### src/rtl/tsv_pkg.sv
package tsv_pkg;

   typedef enum logic [1:0] {
      ACT_INC  = 2'd0,
      ACT_HOLD = 2'd1,
      ACT_LOAD = 2'd2
   } cnt_act_e;

   // Default profile: drive on from the center upward, reload halves
   // the distance to the center, clamped to the reload field range.
   function automatic int default_entry(int addr, int cnt_w, int center);
      int pw;
      int pmax;
      int pre;
      int drv;
      pw   = cnt_w - 1;
      pmax = (1 << pw) - 1;
      pre  = (addr + center) / 2;
      if (pre > pmax) pre = pmax;
      drv  = (addr >= center) ? 1 : 0;
      return (drv << pw) | pre;
   endfunction

endpackage

### src/rtl/tsv_tach_edge.sv
module tsv_tach_edge #(
   parameter int SYNC_STAGES = 2,
   parameter bit RISING      = 1'b1
) (
   input  logic clk,
   input  logic rst_n,
   input  logic tach_in,
   output logic load_o
);

   if (SYNC_STAGES < 2 || SYNC_STAGES > 4) begin : g_bad_sync
      $error("tsv_tach_edge: SYNC_STAGES must be 2..4");
   end

   logic [SYNC_STAGES-1:0] sync_q;
   logic                   hist_q;
   logic                   synced;

   always_ff @(posedge clk or negedge rst_n) begin
      if (!rst_n) begin
         sync_q <= '0;
         hist_q <= 1'b0;
      end else begin
         sync_q <= {sync_q[SYNC_STAGES-2:0], tach_in};
         hist_q <= sync_q[SYNC_STAGES-1];
      end
   end

   assign synced = sync_q[SYNC_STAGES-1];

   if (RISING) begin : g_rise
      assign load_o = synced & ~hist_q;
   end else begin : g_fall
      assign load_o = ~synced & hist_q;
   end

   // one reload per pulse
   a_r4_single_load: assert property (@(posedge clk) disable iff (!rst_n)
      load_o |=> !load_o);

endmodule

### src/rtl/tsv_counter.sv
module tsv_counter
   import tsv_pkg::*;
#(
   parameter int CNT_W    = 8,
   parameter bit SATURATE = 1'b1
) (
   input  logic             clk,
   input  logic             rst_n,
   input  logic             load_i,
   input  logic [CNT_W-2:0] preset_i,
   output logic [CNT_W-1:0] count_o
);

   localparam logic [CNT_W-1:0] TOP = {CNT_W{1'b1}};

   logic [CNT_W-1:0] cnt_q;
   logic [CNT_W-1:0] cnt_d;
   cnt_act_e         act;

   if (SATURATE) begin : g_sat
      always_comb begin
         if (load_i)           act = ACT_LOAD;
         else if (cnt_q == TOP) act = ACT_HOLD;
         else                  act = ACT_INC;
      end
   end else begin : g_wrap
      always_comb begin
         if (load_i) act = ACT_LOAD;
         else        act = ACT_INC;
      end
   end

   always_comb begin
      unique case (act)
         ACT_LOAD: cnt_d = {1'b0, preset_i};
         ACT_HOLD: cnt_d = cnt_q;
         default:  cnt_d = cnt_q + 1'b1;
      endcase
   end

   always_ff @(posedge clk or negedge rst_n) begin
      if (!rst_n) cnt_q <= '0;
      else        cnt_q <= cnt_d;
   end

   assign count_o = cnt_q;

   // plain increment below the top
   a_r2_increment: assert property (@(posedge clk) disable iff (!rst_n)
      (!load_i && cnt_q != TOP) |=> cnt_q == $past(cnt_q) + 1'b1);

   // stays at the top value
   if (SATURATE) begin : g_sat_chk
      a_r3_saturate: assert property (@(posedge clk) disable iff (!rst_n)
         (!load_i && cnt_q == TOP) |=> cnt_q == TOP);
   end

   // reload takes the preset field
   a_r5_reload: assert property (@(posedge clk) disable iff (!rst_n)
      load_i |=> cnt_q == {1'b0, $past(preset_i)});

endmodule

### src/rtl/tsv_table.sv
module tsv_table
   import tsv_pkg::*;
#(
   parameter int CNT_W  = 8,
   parameter int CENTER = 64
) (
   input  logic             clk,
   input  logic             rst_n,
   input  logic             wr_en,
   input  logic [CNT_W-1:0] wr_addr,
   input  logic [CNT_W-1:0] wr_data,
   input  logic [CNT_W-1:0] rd_addr,
   output logic [CNT_W-1:0] rd_data
);

   localparam int DEPTH = 1 << CNT_W;

   logic [CNT_W-1:0] mem [DEPTH];

   always_ff @(posedge clk or negedge rst_n) begin
      if (!rst_n) begin
         for (int i = 0; i < DEPTH; i++) begin
            mem[i] <= CNT_W'(default_entry(i, CNT_W, CENTER));
         end
      end else if (wr_en) begin
         mem[wr_addr] <= wr_data;
      end
   end

   // Lookup sees contents before any write at the same edge
   assign rd_data = mem[rd_addr];

   // write lands at the next edge
   a_r7_write: assert property (@(posedge clk) disable iff (!rst_n)
      wr_en |=> mem[$past(wr_addr)] == $past(wr_data));

endmodule

### src/rtl/tach_servo.sv
module tach_servo
   import tsv_pkg::*;
#(
   parameter int CNT_W       = 8,
   parameter int CENTER      = 64,
   parameter int SYNC_STAGES = 2,
   parameter bit SATURATE    = 1'b1
) (
   input  logic             clk,
   input  logic             rst_n,
   input  logic             tach_in,
   input  logic             wr_en,
   input  logic [CNT_W-1:0] wr_addr,
   input  logic [CNT_W-1:0] wr_data,
   output logic             pwm_out,
   output logic [CNT_W-1:0] count_out
);

   localparam int DEPTH    = 1 << CNT_W;
   localparam int PRESET_W = CNT_W - 1;

   if (CNT_W < 3 || CNT_W > 8) begin : g_bad_width
      $error("tach_servo: CNT_W must be 3..8");
   end
   if (CENTER <= 0 || CENTER >= DEPTH / 2) begin : g_bad_center
      $error("tach_servo: CENTER must lie in the lower half");
   end

   logic                load;
   logic [CNT_W-1:0]    count;
   logic [CNT_W-1:0]    entry;
   logic                pwm_q;

   tsv_tach_edge #(
      .SYNC_STAGES(SYNC_STAGES),
      .RISING     (1'b1)
   ) u_edge (
      .clk    (clk),
      .rst_n  (rst_n),
      .tach_in(tach_in),
      .load_o (load)
   );

   tsv_table #(
      .CNT_W (CNT_W),
      .CENTER(CENTER)
   ) u_table (
      .clk    (clk),
      .rst_n  (rst_n),
      .wr_en  (wr_en),
      .wr_addr(wr_addr),
      .wr_data(wr_data),
      .rd_addr(count),
      .rd_data(entry)
   );

   tsv_counter #(
      .CNT_W   (CNT_W),
      .SATURATE(SATURATE)
   ) u_cnt (
      .clk     (clk),
      .rst_n   (rst_n),
      .load_i  (load),
      .preset_i(entry[PRESET_W-1:0]),
      .count_o (count)
   );

   always_ff @(posedge clk or negedge rst_n) begin
      if (!rst_n) pwm_q <= 1'b0;
      else        pwm_q <= entry[CNT_W-1];
   end

   assign pwm_out   = pwm_q;
   assign count_out = count;

   // drive follows the entry addressed one cycle earlier
   a_r6_pwm_follow: assert property (@(posedge clk) disable iff (!rst_n)
      1'b1 |=> pwm_out == $past(entry[CNT_W-1]));

   // reset values
   always @(posedge clk) begin
      if (!rst_n) begin
         a_r1_reset_state: assert (count_out == '0 && pwm_out == 1'b0);
      end
   end

endmodule

### config.mk
export PLATFORM = sky130hd
export DESIGN_NAME = tach_servo
export DESIGN_NICKNAME = d
export VERILOG_FILES = /design/src/rtl/tsv_pkg.sv /design/src/rtl/tsv_tach_edge.sv /design/src/rtl/tsv_counter.sv /design/src/rtl/tsv_table.sv /design/src/rtl/tach_servo.sv
export SDC_FILE = /design/constraint.sdc
export NUM_CORES = 2
export LEC_CHECK = 0
export ABC_CLOCK_PERIOD_IN_PS = 2800
export CORE_MARGIN = 4
export CORE_UTILIZATION = 44
export DETAILED_ROUTE_END_ITERATION = 12
export DONT_BUFFER_PORTS = 1
export REMOVE_ABC_BUFFERS = 1
export SETUP_SLACK_MARGIN = 0.05
export SYNTH_ARGS = -nofsm -noshare
export SYNTH_HDL_FRONTEND = slang
export SYNTH_SLANG_ARGS = --single-unit
### constraint.sdc
create_clock -name clk -period 2.8 [get_ports clk]
set_clock_uncertainty 0.15 [all_clocks]
set_input_delay 0.28 -clock clk [delete_from_list [all_inputs] [get_ports clk]]
set_output_delay 0.28 -clock clk [all_outputs]
set_load 0.01 [all_outputs]
## After elaboration in Yosys (flattened, before gate mapping)

Index checks and enable logic that the tools add are counted.

- Word-level logic and storage cells: 281
- Output and inout port bits: 9
- Register bits: 2060

- Muxes and demuxes: 9
- Equality and inequality tests: 3
- Bitwise operators: 4
- Reduce and logical (&&, ||, !) cells: 1
- Magnitude comparators: 3
- $add $sub $neg: 1

Operators with widths:

| kind | count |
|---|---|
| 2048-bit bitwise mux | 1 |
| 8-bit binary-select mux with 8-bit select | 1 |
| 8-bit demux with 8-bit select | 1 |
| 8-bit 2-to-1 mux | 3 |
| 9-bit greater-or-equal comparator, second input constant | 2 |
| 8-bit NOT with 9-bit output | 2 |
| 8-bit one-hot mux with 2 select lines | 1 |
| 9-bit by 1-bit less-than comparator with 1-bit output, second input constant | 1 |
| 8-bit by 1-bit adder with 8-bit output, second input constant | 1 |
| 8-bit == test, second input constant | 1 |
| 2-bit by 1-bit == test with 1-bit output, second input constant | 1 |
| 2-bit == test, second input constant | 1 |
| 2-bit 2-to-1 mux | 1 |
| 1-bit AND | 1 |
| 1-bit logical AND | 1 |
| 1-bit 2-to-1 mux | 1 |
| 1-bit NOT | 1 |

## Logic depth before layout (Yosys ltp)

- Word-level depth: 6
- Gate-level depth with buffers: 13

## By module

From an unflattened synthesis, not the netlist that was laid out.

- Cell total of the unflattened synthesis: 6306
- Area, all modules: 96473.8 um^2

Modules (own cells, without submodules):

| module | instances | cells each | area each (um^2) |
|---|---|---|---|
| tsv_table | 1 | 6250 | 95873.2 |
| tsv_counter | 1 | 51 | 486.7 |
| tsv_tach_edge | 1 | 4 | 88.8 |
| tach_servo | 1 | 1 | 25.0 |

## Least setup slack after synthesis

No wires, ideal clock.

- Path type: reg2reg
- Start: reg u_cnt.cnt_q[0], in the netlist u_cnt.count_o[0]
- End: reg u_cnt.cnt_q[0], in the netlist u_cnt.count_o[0]
- Setup slack: 100 ps
- Data arrival time: 2405 ps
- Data required time: 2505 ps
- Cell stages (with the launch flop): 12
- Path buffers: 4
- Period minus slack after synthesis: 2700 ps
- Cells stage by stage: dfrtp_1 -> buf_6 -> buf_12 -> buf_4 -> buf_6 -> mux4_2 -> a22oi_1 -> nand3_1 -> o21ai_1 -> o32ai_1 -> nor4_1 -> a41oi_1

- Word-level cells in the longest chain between the ends: 5
- Elaborated cells on any way between the ends: 11

Ends and longest elaborated chain:

| what | RTL line | RTL |
|---|---|---|
| start, declared | tsv_counter.sv:16 | `logic [CNT_W-1:0] cnt_q;` |
| start signal, assigned | tsv_counter.sv:43 | `else cnt_q <= cnt_d;` |
| 8-bit NOT with 9-bit output (implied by the code) / 8-bit == test (equally long branches) | tsv_table.sv:31, tsv_counter.sv:23 |  |
| 8-bit binary-select mux with 8-bit select / 1-bit 2-to-1 mux (equally long branches) | tsv_table.sv:31, tsv_counter.sv:23 |  |
| 8-bit 2-to-1 mux (implied by the code) / 2-bit 2-to-1 mux (equally long branches) | tsv_table.sv:31, tsv_counter.sv:22 |  |
| 8-bit 2-to-1 mux (implied by the code) (tied with other cells) | tsv_table.sv:31 | `assign rd_data = mem[rd_addr];` |
| 8-bit one-hot mux with 2 select lines | tsv_counter.sv:34 | `unique case (act)` |

Parallel ways exist; a longest one is shown, timed or not. The select of a mux whose other input is x is not followed.
A chain may end at the register's enable or synchronous reset.

## Final worst setup path

- Start: reg u_cnt.cnt_q[0], in the netlist u_cnt.count_o[0]
- End: reg pwm_q, in the netlist pwm_out

- Word-level cells in the longest chain between the ends: 4

Ends and longest elaborated chain:

| what | RTL line | RTL |
|---|---|---|
| 8-bit NOT with 9-bit output (implied by the code) | tsv_table.sv:31 |  |
| 8-bit binary-select mux with 8-bit select | tsv_table.sv:31 |  |
| 8-bit 2-to-1 mux (implied by the code) (2 in series) | tsv_table.sv:31 |  |
| named net entry[7] | tach_servo.sv:31 | `logic [CNT_W-1:0] entry;` |
| end signal, assigned | tach_servo.sv:70 | `else pwm_q <= entry[CNT_W-1];` |
| end, declared | tach_servo.sv:32 | `logic pwm_q;` |

The timed path passes the listed nets, and every way through them passes these cells. The select of a mux whose other input is x is not followed.

==> results.sh <==
export IMPL_outcome="finished with violations"
export IMPL_violations="negative hold slack, negative setup slack"
export IMPL_syn_area_um2=95700
export IMPL_cts_buffers=219
export IMPL_ys_top_cells_by_count="2052 x mux2_2, 1376 x dfstp_2, 684 x dfrtp_1"
export IMPL_async_reset_ff_share_pct=100
export IMPL_track_usage_pct=27.3
export IMPL_fin_ws_ns=-0.473
export IMPL_cp_max_fo=10
export IMPL_yosys_cell_count_top_type="mux2_2"
export IMPL_dp_hpwl_mm=182
export IMPL_fill_cells=17100
export IMPL_ant_nets=0
export IMPL_synth_ff_type="dfstp_2"
export IMPL_drtPass1Iterations=7
export IMPL_worstSetupPathType="reg -> reg"
export IMPL_rows=170
export IMPL_r2r_start="u_cnt.count_o[0]$_DFFE_PN0P_"
export IMPL_drive_gt1_share_pct=69.6
export IMPL_synth_area_top_cells="dfstp_2 38%, mux2_2 24%, dfrtp_1 18%"
export IMPL_grt_max_degree=259
export IMPL_seq_area_um2=53300
export IMPL_max_freq_mhz=306
export IMPL_fin_cells=10300
export IMPL_drcViolationCount=0
export IMPL_root_buffer="clkbuf_16"
export IMPL_grt_pass1_wl_mm=452
export IMPL_setup_viol=8
export IMPL_critical_path_startpoint="u_cnt.count_o[0]$_DFFE_PN0P_"
export IMPL_dp_cells=9184
export IMPL_avgSynthCellArea_um2=15.8
export IMPL_ir_drop_mv=0.863
export IMPL_cp_end_kind="register"
export IMPL_io_pins=29
export IMPL_overflow=0
export IMPL_clkSinkCount=2060
export IMPL_rrSetupSlack_ns=-0.47
export IMPL_wl_mm=308
export IMPL_maxSlewHeadroom_pct=0.594
export IMPL_area_growth_pct=25.1
export IMPL_tightest_slew_ns=1.49
export IMPL_yosys_warnings=0
export IMPL_critPathArrivalTime_ns=3.88
export IMPL_synth_edf_count=0
export IMPL_antenna_found_initial=10
export IMPL_power_leakage_nw=52.8
export IMPL_hold_violations=199
export IMPL_yosysTopAreaCell="dfstp_2"
export IMPL_drt_wirelength_per_cell_um=29.8
export IMPL_clkTransAtPathRegs_ns=0.06
export IMPL_synthDistinctLibCells=67
export IMPL_hold_class="in -> async"
export IMPL_fin_crit_sh_pct=117
export IMPL_total_power_mw=93.0
export IMPL_h_tree_depth=4
export IMPL_start_kind="register"
export IMPL_fin_util_pct=55.5
export IMPL_die_x_um=474
export IMPL_viasPerCell=5.89
export IMPL_multi_input_area_um2=40700
export IMPL_drtIter0Drc=4761
export IMPL_cts_tree="yes"
export IMPL_initial_core_util_pct=44.4
export IMPL_worst_ep_required_time_ns=3.41
export IMPL_port_buffer_count=0
export IMPL_period_needed_ns=3.27
export IMPL_routabilityCongestion=0.880
export IMPL_cts_max_path_buffers=3
export IMPL_yosys_area_top_type_share_pct=37.8
export IMPL_drv_cap=0
export IMPL_power_density_nw_per_um2=777
export IMPL_r2r_end="pwm_out$_DFF_PN0_"
export IMPL_rsz0062_at_grt="true"
export IMPL_die_area_um2=225000
export IMPL_insertion_delay_ns=0.89
export IMPL_nNetsFinal=7320
export IMPL_syn_instance_count=6068
export IMPL_vias=61000
export IMPL_final_max_slew_violation_count=0
export IMPL_die_y_um=474
export IMPL_reg2reg_depth=11
export IMPL_ys_ff_latch=2060
export IMPL_grt_pass1_vias=64400
export IMPL_ys_seq_area_share_pct=55.7
export IMPL_core_um2=215000
export IMPL_holdWs_ns=-1.03
## area by class of cell
type | instances | area share (%)
Antenna cell | 11 | 0.0230
Clock buffer | 341 | 5.56
Clock inverter | 76 | 0.749
Timing Repair Buffer | 1461 | 12.1
Tap cell | 2838 | 2.97
Sequential cell | 2060 | 44.5
Inverter | 9 | 0.0324
Multi-Input combinational cell | 3548 | 34.0
## what timing repair did
item / CTS / global route
cloned: 6 / 6
endpoints found under the hold margin: 2614 / 162
resized for setup: 106 / 55
hold buffers: 649 / 3
endpoints found under the setup margin: 95 / 490
pin swaps: 17 / 19
setup buffers: 35 / 33
## critical path, cell delays in order, from the launching register on
cell and delay [ns]:
dfrtp_4 0.48, buf_12 0.12, buf_4 0.19, buf_12 0.18, buf_12 0.13, mux4_2 0.51
mux4_2 0.52, a22o_1 0.27, a211oi_2 0.18, buf_4 0.15, o21ai_2 0.10, o31a_1 0.14
## where the power goes
part	total [mW]	switching [mW]	internal, mW
Combinational	29.8	16.4	13.4
Sequential	32.9	0.880	32.0
Clock	30.3	12.6	17.7
## worst max path at each step
stage | end | slack (ns) | cells past startpoint
floorplan | u_cnt.count_o[2]$_DFFE_PN0P_ | -19.63 | 7
global placement | u_cnt.count_o[1]$_DFFE_PN0P_ | -1.08 | 10
detailed placement | u_cnt.count_o[1]$_DFFE_PN0P_ | -1.08 | 10
CTS | u_cnt.count_o[0]$_DFFE_PN0P_ | -0.52 | 13
global route | u_cnt.count_o[0]$_DFFE_PN0P_ | -0.49 | 12
finish | pwm_out$_DFF_PN0_ | -0.47 | 11
## logic make-up after synthesis
logic type | Yosys count | synth area share (%)
mux | 2692 | 37.2
flops | 2060 | 55.7
simple gates | 526 | 2.30
buf+inv | 460 | 2.39
compound gates | 323 | 2.40
xor+xnor | 6 | 0.0549
fa+ha+maj | 1 | 0.0131
## placed cells by master, fill, tap and decap left out, drive strengths merged, types with 55 or more instances in the layout
cell,n
nor2,227
a22oi,56
mux4,482
a21oi,55
buf,818
clkbuf,347
mux2,2052
dlygate4sd3,630
dfrtp,684
dfstp,1376
nand2,192
mux2i,158
## metal layers
layer / track usage [%] / vias up / wire (µm)
met5: 0 / - / 13
met4: 10.2 / 2 / 12800
met3: 4.77 / 530 / 18500
met2: 43.1 / 1872 / 144000
met1: 37.8 / 33300 / 133000
li1: - / 25200 / -
## through the flow
step | area, µm² | TNS (ns) | hold WS (ns) | setup WS [ns]
2_1_floorplan | 93400 | -190.14 | -0.166 | -19.63
3_3_place_gp | 104000 | -452.07 | -0.150 | -1.08
3_5_place_dp | 104000 | -496.05 | -0.151 | -1.08
4_1_cts | 119000 | -4.00 | -1.10 | -0.515
5_1_grt | 120000 | -3.55 | -1.06 | -0.495
6_report | 120000 | -3.30 | -1.03 | -0.473
## registers in the layout, indices dropped and copies added, names as in the netlist
signal and count:
u_table.mem 2048, u_cnt.count_o 8, u_edge.sync_q 2, pwm_out 1, u_edge.hist_q 1
Power figures use the tool's default switching activity.
